--- src/rtl/mra_pkg.sv ---
package mra_pkg;

  typedef enum logic [1:0] {
    RX_HUNT = 2'd0,
    RX_LOW  = 2'd1,
    RX_HIGH = 2'd2
  } rxPhase_t;

  // strobes from control to datapath
  typedef struct packed {
    logic clear;     // MII mode: hold RMII state idle
    logic txLoad;    // accept MAC nibble at this edge
    logic txHigh;    // current transmit pair is the upper half
    logic rxStart;   // first 01 pair found: capture as low half
    logic rxLowCap;  // capture low half of a nibble
    logic rxEmit;    // high half sampled: deliver nibble
    logic rxEnd;     // carrier gone on both halves: close frame
    logic rxCrsLoad; // update carrier output from line
  } ctlStrobes_t;

endpackage

--- src/rtl/mra_ctrl.sv ---
module mra_ctrl
  import mra_pkg::*;
#(
  parameter int PAIR_W   = 2,
  parameter int SLOW_DIV = 10
) (
  input  logic              clk,
  input  logic              rstN,
  input  logic              rmiiMode,
  input  logic              speed100,
  input  logic [PAIR_W-1:0] rxPair,
  input  logic              crsDv,
  output ctlStrobes_t       strb,
  output logic              txTake
);

  localparam int CNT_W = (SLOW_DIV > 1) ? $clog2(SLOW_DIV) : 1;
  localparam logic [PAIR_W-1:0] SYNC_PAIR = PAIR_W'(1);

  logic [CNT_W-1:0] repLast;
  logic [CNT_W-1:0] txCnt;
  logic [CNT_W-1:0] rxCnt;
  logic             txHalf;
  logic             txSlotEnd;
  logic             rxSample;
  rxPhase_t         rxPhase;
  rxPhase_t         rxPhaseNext;
  logic             crsLowQ;

  assign repLast   = speed100 ? '0 : CNT_W'(SLOW_DIV - 1);
  assign txSlotEnd = (txCnt >= repLast);
  assign rxSample  = rmiiMode && (rxCnt >= repLast);

  // transmit pacing: pair repeat counter and half selector
  always_ff @(posedge clk) begin
    if (!rstN || !rmiiMode) begin
      txCnt  <= '0;
      txHalf <= 1'b1;
    end else if (txSlotEnd) begin
      txCnt  <= '0;
      txHalf <= ~txHalf;
    end else begin
      txCnt <= txCnt + 1'b1;
    end
  end

  assign txTake = rmiiMode ? (txSlotEnd && txHalf) : 1'b1;

  // receive sampling cadence
  always_ff @(posedge clk) begin
    if (!rstN || !rmiiMode) begin
      rxCnt <= '0;
    end else if (rxSample) begin
      rxCnt <= '0;
    end else begin
      rxCnt <= rxCnt + 1'b1;
    end
  end

  always_comb begin
    strb           = '0;
    strb.clear     = !rmiiMode;
    strb.txLoad    = rmiiMode && txSlotEnd && txHalf;
    strb.txHigh    = txHalf;
    rxPhaseNext    = rxPhase;
    if (rxSample) begin
      unique case (rxPhase)
        RX_HUNT: begin
          strb.rxCrsLoad = 1'b1;
          if (crsDv && rxPair == SYNC_PAIR) begin
            strb.rxStart = 1'b1;
            rxPhaseNext  = RX_HIGH;
          end
        end
        RX_LOW: begin
          strb.rxLowCap  = 1'b1;
          strb.rxCrsLoad = 1'b1;
          rxPhaseNext    = RX_HIGH;
        end
        RX_HIGH: begin
          if (!crsLowQ && !crsDv) begin
            strb.rxEnd  = 1'b1;
            rxPhaseNext = RX_HUNT;
          end else begin
            strb.rxEmit = 1'b1;
            rxPhaseNext = RX_LOW;
          end
        end
        default: rxPhaseNext = RX_HUNT;
      endcase
    end
  end

  always_ff @(posedge clk) begin
    if (!rstN || !rmiiMode) begin
      rxPhase <= RX_HUNT;
      crsLowQ <= 1'b0;
    end else begin
      rxPhase <= rxPhaseNext;
      if (strb.rxStart) begin
        crsLowQ <= 1'b1;
      end else if (strb.rxLowCap) begin
        crsLowQ <= crsDv;
      end
    end
  end

endmodule

--- src/rtl/mra_datapath.sv ---
module mra_datapath
  import mra_pkg::*;
#(
  parameter int PAIR_W = 2,
  parameter int NIB_W  = 4
) (
  input  logic              clk,
  input  logic              rstN,
  input  ctlStrobes_t       strb,
  input  logic [NIB_W-1:0]  macTxData,
  input  logic              macTxEn,
  input  logic [PAIR_W-1:0] rxPair,
  input  logic              rxErrIn,
  input  logic              crsDv,
  output logic [PAIR_W-1:0] txPair,
  output logic              txEnQ,
  output logic [NIB_W-1:0]  rxNib,
  output logic              rxDvQ,
  output logic              rxStrobeQ,
  output logic              rxErrQ,
  output logic              rxCrsQ
);

  logic [NIB_W-1:0]  txNib;
  logic [PAIR_W-1:0] lowPair;
  logic              errLow;

  // transmit nibble holding register
  always_ff @(posedge clk) begin
    if (!rstN || strb.clear) begin
      txNib <= '0;
      txEnQ <= 1'b0;
    end else if (strb.txLoad) begin
      txNib <= macTxData;
      txEnQ <= macTxEn;
    end
  end

  assign txPair = strb.txHigh ? txNib[PAIR_W +: PAIR_W] : txNib[0 +: PAIR_W];

  // receive nibble assembly
  always_ff @(posedge clk) begin
    if (!rstN || strb.clear) begin
      lowPair   <= '0;
      errLow    <= 1'b0;
      rxNib     <= '0;
      rxDvQ     <= 1'b0;
      rxStrobeQ <= 1'b0;
      rxErrQ    <= 1'b0;
      rxCrsQ    <= 1'b0;
    end else begin
      rxStrobeQ <= strb.rxEmit;
      if (strb.rxStart || strb.rxLowCap) begin
        lowPair <= rxPair;
        errLow  <= rxErrIn;
      end
      if (strb.rxEmit) begin
        rxNib  <= {rxPair, lowPair};
        rxErrQ <= errLow | rxErrIn;
        rxDvQ  <= 1'b1;
      end else if (strb.rxEnd) begin
        rxErrQ <= 1'b0;
        rxDvQ  <= 1'b0;
      end
      if (strb.rxCrsLoad) begin
        rxCrsQ <= crsDv;
      end
    end
  end

endmodule

--- src/rtl/mii_rmii_adapter.sv ---
module mii_rmii_adapter
  import mra_pkg::*;
#(
  parameter int NIB_W    = 4,
  parameter int SLOW_DIV = 10
) (
  input  logic             refClk,
  input  logic             rstN,
  input  logic             rmiiMode,
  input  logic             speed100,
  input  logic [NIB_W-1:0] macTxData,
  input  logic             macTxEn,
  input  logic             macTxErr,
  output logic             macTxTake,
  output logic [NIB_W-1:0] macRxData,
  output logic             macRxDv,
  output logic             macRxErr,
  output logic             macRxCrs,
  output logic             macCol,
  output logic             macRxStrobe,
  output logic [NIB_W-1:0] phyTxData,
  output logic             phyTxEn,
  output logic             phyTxErr,
  input  logic [NIB_W-1:0] phyRxData,
  input  logic             phyRxDv,
  input  logic             phyRxErr,
  input  logic             phyCrs,
  input  logic             phyCol
);

  localparam int PAIR_W = NIB_W / 2;
  localparam int PAD_W  = NIB_W - PAIR_W;

  ctlStrobes_t       strb;
  logic [PAIR_W-1:0] txPair;
  logic              txEnQ;
  logic [NIB_W-1:0]  rxNib;
  logic              rxDvQ;
  logic              rxStrobeQ;
  logic              rxErrQ;
  logic              rxCrsQ;
  logic              rmiiTake;

  mra_ctrl #(
    .PAIR_W  (PAIR_W),
    .SLOW_DIV(SLOW_DIV)
  ) u_ctrl (
    .clk     (refClk),
    .rstN    (rstN),
    .rmiiMode(rmiiMode),
    .speed100(speed100),
    .rxPair  (phyRxData[PAIR_W-1:0]),
    .crsDv   (phyRxDv),
    .strb    (strb),
    .txTake  (rmiiTake)
  );

  mra_datapath #(
    .PAIR_W(PAIR_W),
    .NIB_W (NIB_W)
  ) u_datapath (
    .clk      (refClk),
    .rstN     (rstN),
    .strb     (strb),
    .macTxData(macTxData),
    .macTxEn  (macTxEn),
    .rxPair   (phyRxData[PAIR_W-1:0]),
    .rxErrIn  (phyRxErr),
    .crsDv    (phyRxDv),
    .txPair   (txPair),
    .txEnQ    (txEnQ),
    .rxNib    (rxNib),
    .rxDvQ    (rxDvQ),
    .rxStrobeQ(rxStrobeQ),
    .rxErrQ   (rxErrQ),
    .rxCrsQ   (rxCrsQ)
  );

  // pin multiplexing between the two interface modes
  always_comb begin
    if (rmiiMode) begin
      phyTxData   = {{PAD_W{1'b0}}, txPair};
      phyTxEn     = txEnQ;
      phyTxErr    = 1'b0;
      macTxTake   = rmiiTake;
      macRxData   = rxNib;
      macRxDv     = rxDvQ;
      macRxErr    = rxErrQ;
      macRxCrs    = rxCrsQ;
      macCol      = 1'b0;
      macRxStrobe = rxStrobeQ;
    end else begin
      phyTxData   = macTxData;
      phyTxEn     = macTxEn;
      phyTxErr    = macTxErr;
      macTxTake   = 1'b1;
      macRxData   = phyRxData;
      macRxDv     = phyRxDv;
      macRxErr    = phyRxErr;
      macRxCrs    = phyCrs;
      macCol      = phyCol;
      macRxStrobe = 1'b1;
    end
  end

endmodule

--- config.mk ---
export PLATFORM = sky130hd
export DESIGN_NAME = mii_rmii_adapter
export DESIGN_NICKNAME = d
export VERILOG_FILES = /design/src/rtl/mra_pkg.sv /design/src/rtl/mra_ctrl.sv /design/src/rtl/mra_datapath.sv /design/src/rtl/mii_rmii_adapter.sv
export SDC_FILE = /design/constraint.sdc
export NUM_CORES = 1
export LEC_CHECK = 0
export BUFFER_PORTS_ARGS = -buffer_cell sky130_fd_sc_hd__buf_2
export CAP_MARGIN = 20
export CORE_MARGIN = 4
export CORE_UTILIZATION = 30
export CTS_BUF_LIST = sky130_fd_sc_hd__clkbuf_8
export DETAILED_ROUTE_END_ITERATION = 16
export GPL_ROUTABILITY_DRIVEN = 0
export PLACE_DENSITY = 0.54
export SYNTH_ARGS = -nofsm -noshare
export SYNTH_HDL_FRONTEND = slang
export SYNTH_SLANG_ARGS = --single-unit
export TNS_END_PERCENT = 5
--- constraint.sdc ---
create_clock -name refClk -period 2.42 [get_ports refClk]
set_input_delay 0.484 -clock refClk [delete_from_list [all_inputs] [get_ports refClk]]
set_output_delay 0.484 -clock refClk [all_outputs]
set_load 0.05 [all_outputs]
==> impl_metrics.toml <==
[run_status]
run_status = "finished, final reports clean"

[floorplan]
die_area_sq_um = 5721
floorplan.initialDensity = 0.3131
fp_rows = 24
die_height_microns = 75.64
die_x_microns = 75.64
core_sq_um = 4384
io_pins = 34

[timing]
finalSetupViolations = 0
timing_worst_slew_pin_value_ns = 0.4764
rsz0062_at_grt = "yes"
max-slew-margin-rel = 0.6824
setup-tns-final_ns = 0
fin_ws_ns = 0.04374
worst_clock_skew_ns = 0.005087
number_of_failing_hold_endpoints_at_the_final_stage = 0
final.min_clock_period_ns = 2.376
max_freq_mhz = 420.8
hold-worst-slack_ns = 0.4527
period_share = 0.9819
report.final.slew_viol_count = 0

[worst_setup_path]
critPathCaptureType = "primary output"
critical-path-max-stage-delay_ns = 0.49
type_of_the_worst_setup_path = "in -> out"
cp.arrival_ns = 1.89
cp_common_cell = "sky130_fd_sc_hd__nand2_2"
crit_path_start_kind = "input pin"
timing.critical_path.fanout_max = 2
required_ns = 1.94
timing.critical_path.slowest_stage_cell = "sky130_fd_sc_hd__or4b_4"
cp_cell_sequence = "buf_2 > inv_2 > ha_4 > or4b_4 > a21o_1 > nand2_2 > nand2_2 > buf_8"

[yosys]
post_synth_xor_area_fraction = 0.03191
main_combinational_cell_family_by_area_after_synthesis = "simple AND/OR/NAND/NOR gates"
post_synth_fa_ha_maj_area_fraction = 0.05469
synth-main-ff-cell = "sky130_fd_sc_hd__dfxtp_1"
number_of_enable_type_register_cells_in_the_synthesized_netlist = 0
synthArstFlopShare = 0
multiplexer_fraction_of_the_synthesized_cell_area = 0.1158
synthCells = 150
syn_area_sq_um = 1373
synth.yosys.seq_area_share = 0.4084
synth.net_count = 174
synth_simple_gate_area_share = 0.2124
syn_area_per_cell_sq_um = 9.150
synthesized_area_fraction_occupied_by_ao_oa_aoi_and_oai_cells = 0.1413
netlist_cell_types = 37
synth-warning-count = 0
synth.ff_latch_count = 28

[finish]
layout.cells.most_common_list = "sky130_fd_sc_hd__buf_2 (32), sky130_fd_sc_hd__dfxtp_1 (27), sky130_fd_sc_hd__nand2_1 (20), sky130_fd_sc_hd__nor2_1 (14), sky130_fd_sc_hd__a21oi_1 (9)"
drive_gt1_frac = 0.3651
finalCoreUtilization = 0.3955
final_common_cell = "sky130_fd_sc_hd__buf_2"
finish.net_count = 214
num_antenna_cells = 0
areaGrowthSynthToFinish_pct = 26.34
layout.cells.non_filler = 241

[place]
dp_cells = 235
post-place-ws_ns = -0.04137
io_buffers = 33
dp_hpwl_microns = 2075

[drt]
topRoutingLayerUsed = "met4"
wire_per_inst_microns = 11.99
dr_wl_met3_microns = 103
wl_met2_microns = 1401
m1WireLength_microns = 1375
drtIter0Drc = 41
finalWirelength_microns = 2890
vias_per_cell = 4.660
post-route-drc-count = 0
routed-via-count = 1123
drtAntennaViolNets = 0
first_pass_iters = 4

[power]
leakage_uw = 0.0007593
ir_drop_v = 0.0004204
power_per_cell_area_nw_per_um2 = 597.7

[clocking]
cts.root.buffer_cell = "sky130_fd_sc_hd__clkbuf_8"
max-clock-path-buffers = 2
worstSkewPairLatency_ns = 0.27
cts.htree.levels = 1
cts_tree = "yes"
clk_transition_reported_paths_ns = 0.10
clock_buffers_created_by_tritoncts = 3
tritoncts_num_sinks = 28

[global_routing]
grt_max_degree = 25
global_route_wire_length_before_repair_microns = 5030
grtUsageTotal = 0.1119
number_of_global_route_vias_before_repair = 1113
number_of_antenna_violations_at_the_first_check_in_global_routing = 0
grt_overflow_total = 0

[flow_run]
drv.max_cap_violation_count = 0

[worst_hold_path]
worst_hold_path_type = "in -> reg"
-- cell families (layout without fill, tap and decap cells) --
| logic type | count (synthesis) | count (layout) |
|---|---|---|
| AO/OA/AOI/OAI | 26 | 26 |
| XOR/XNOR | 5 | 5 |
| adder cells (fa/ha/maj) | 6 | 6 |
| buffers and inverters | 11 | 50 |
| flip-flops | 28 | 28 |
| multiplexers | 15 | 15 |
| AND/OR/NAND/NOR | 59 | 59 |
-- sequential cells by signal, indices dropped and copies added, names as in the netlist --
signal,cells
u_datapath.errLow,1
u_ctrl.rxCnt,4
u_datapath.txEnQ,1
u_datapath.rxNib,4
u_datapath.rxDvQ,1
u_datapath.lowPair,2
u_ctrl.crsLowQ,1
u_ctrl.txCnt,4
u_datapath.txNib,4
u_datapath.rxStrobeQ,1
u_datapath.rxCrsQ,1
u_ctrl.txHalf,1
u_datapath.rxErrQ,1
u_ctrl.rxPhase,2
-- where the power goes --
part           leakage (uW)  switching (uW)  internal, uW
combinational      0.000497             123          71.0
sequential         0.000227            6.03           468
clock             0.0000357             147           221
-- Yosys cell counts, drive strengths merged (3+ instances only) --
| master | number | area, sq um |
|---|---|---|
| dfxtp | 28 | 560.5 |
| nand2 | 22 | 85.09 |
| nor2 | 15 | 58.81 |
| a21oi | 10 | 53.80 |
| mux2i | 8 | 80.08 |
| mux2 | 7 | 78.83 |
| ha | 6 | 75.07 |
| nand3 | 6 | 30.03 |
| clkbuf | 5 | 18.77 |
| inv | 5 | 18.77 |
| o21ai | 5 | 25.02 |
| nor2b | 4 | 25.02 |
| and3 | 3 | 18.77 |
| o221a | 3 | 33.78 |
| xnor2 | 3 | 26.28 |
-- worst paths after layout --
check | startpoint | end | slack (ns) | depth (start not counted)
worst max-delay path | speed100 | macTxTake | 0.04 | 8
worst min-delay path | macTxEn | u_datapath.txEnQ | 0.45 | 3
worst max register to register | u_ctrl.rxCnt[0] | u_ctrl.crsLowQ | 0.40 | 6
worst min register to register | u_datapath.txEnQ | u_datapath.txEnQ | 0.46 | 2
-- through the flow --
step	power (uW)	cell area [sq um]
2_1_floorplan	613.5	1373
6_report	1036	1734
4_1_cts	1052	1727
3_5_place_dp	668.7	1618
5_1_grt	1088	1734
3_3_place_gp	668.9	1618
-- worst max-delay path, delay by kind of cell --
kind | cells | cell delay, ns
AO/OA/AOI/OAI | 1 | 0.22
adder cells (fa/ha/maj) | 1 | 0.20
buffers and inverters | 3 | 0.36
AND/OR/NAND/NOR | 3 | 0.64
-- layout make-up --
| class | count | area, sq um |
|---|---|---|
| inverter | 5 | 18.77 |
| sequential | 28 | 561.8 |
| fill | 455 | 2650 |
| clock inverter | 1 | 30.03 |
| timing repair buffer | 41 | 235.2 |
| multi-input combinational | 111 | 782.0 |
| tap | 52 | 65.06 |
| clock buffer | 3 | 41.29 |
-- what timing repair did --
item	CTS	global route
setup endpoints to repair	1	1
pin swaps	3	3
gates resized for setup	8	1
buffers inserted	1	1
hold buffers	0	0
-- layer usage --
layer	up-vias	global-route usage
met5	-	0
met4	0	0.01748
met3	2	0.03298
met2	14	0.1783
met1	510	0.1532
li1	597	-
(Power assumes the default switching activity.)
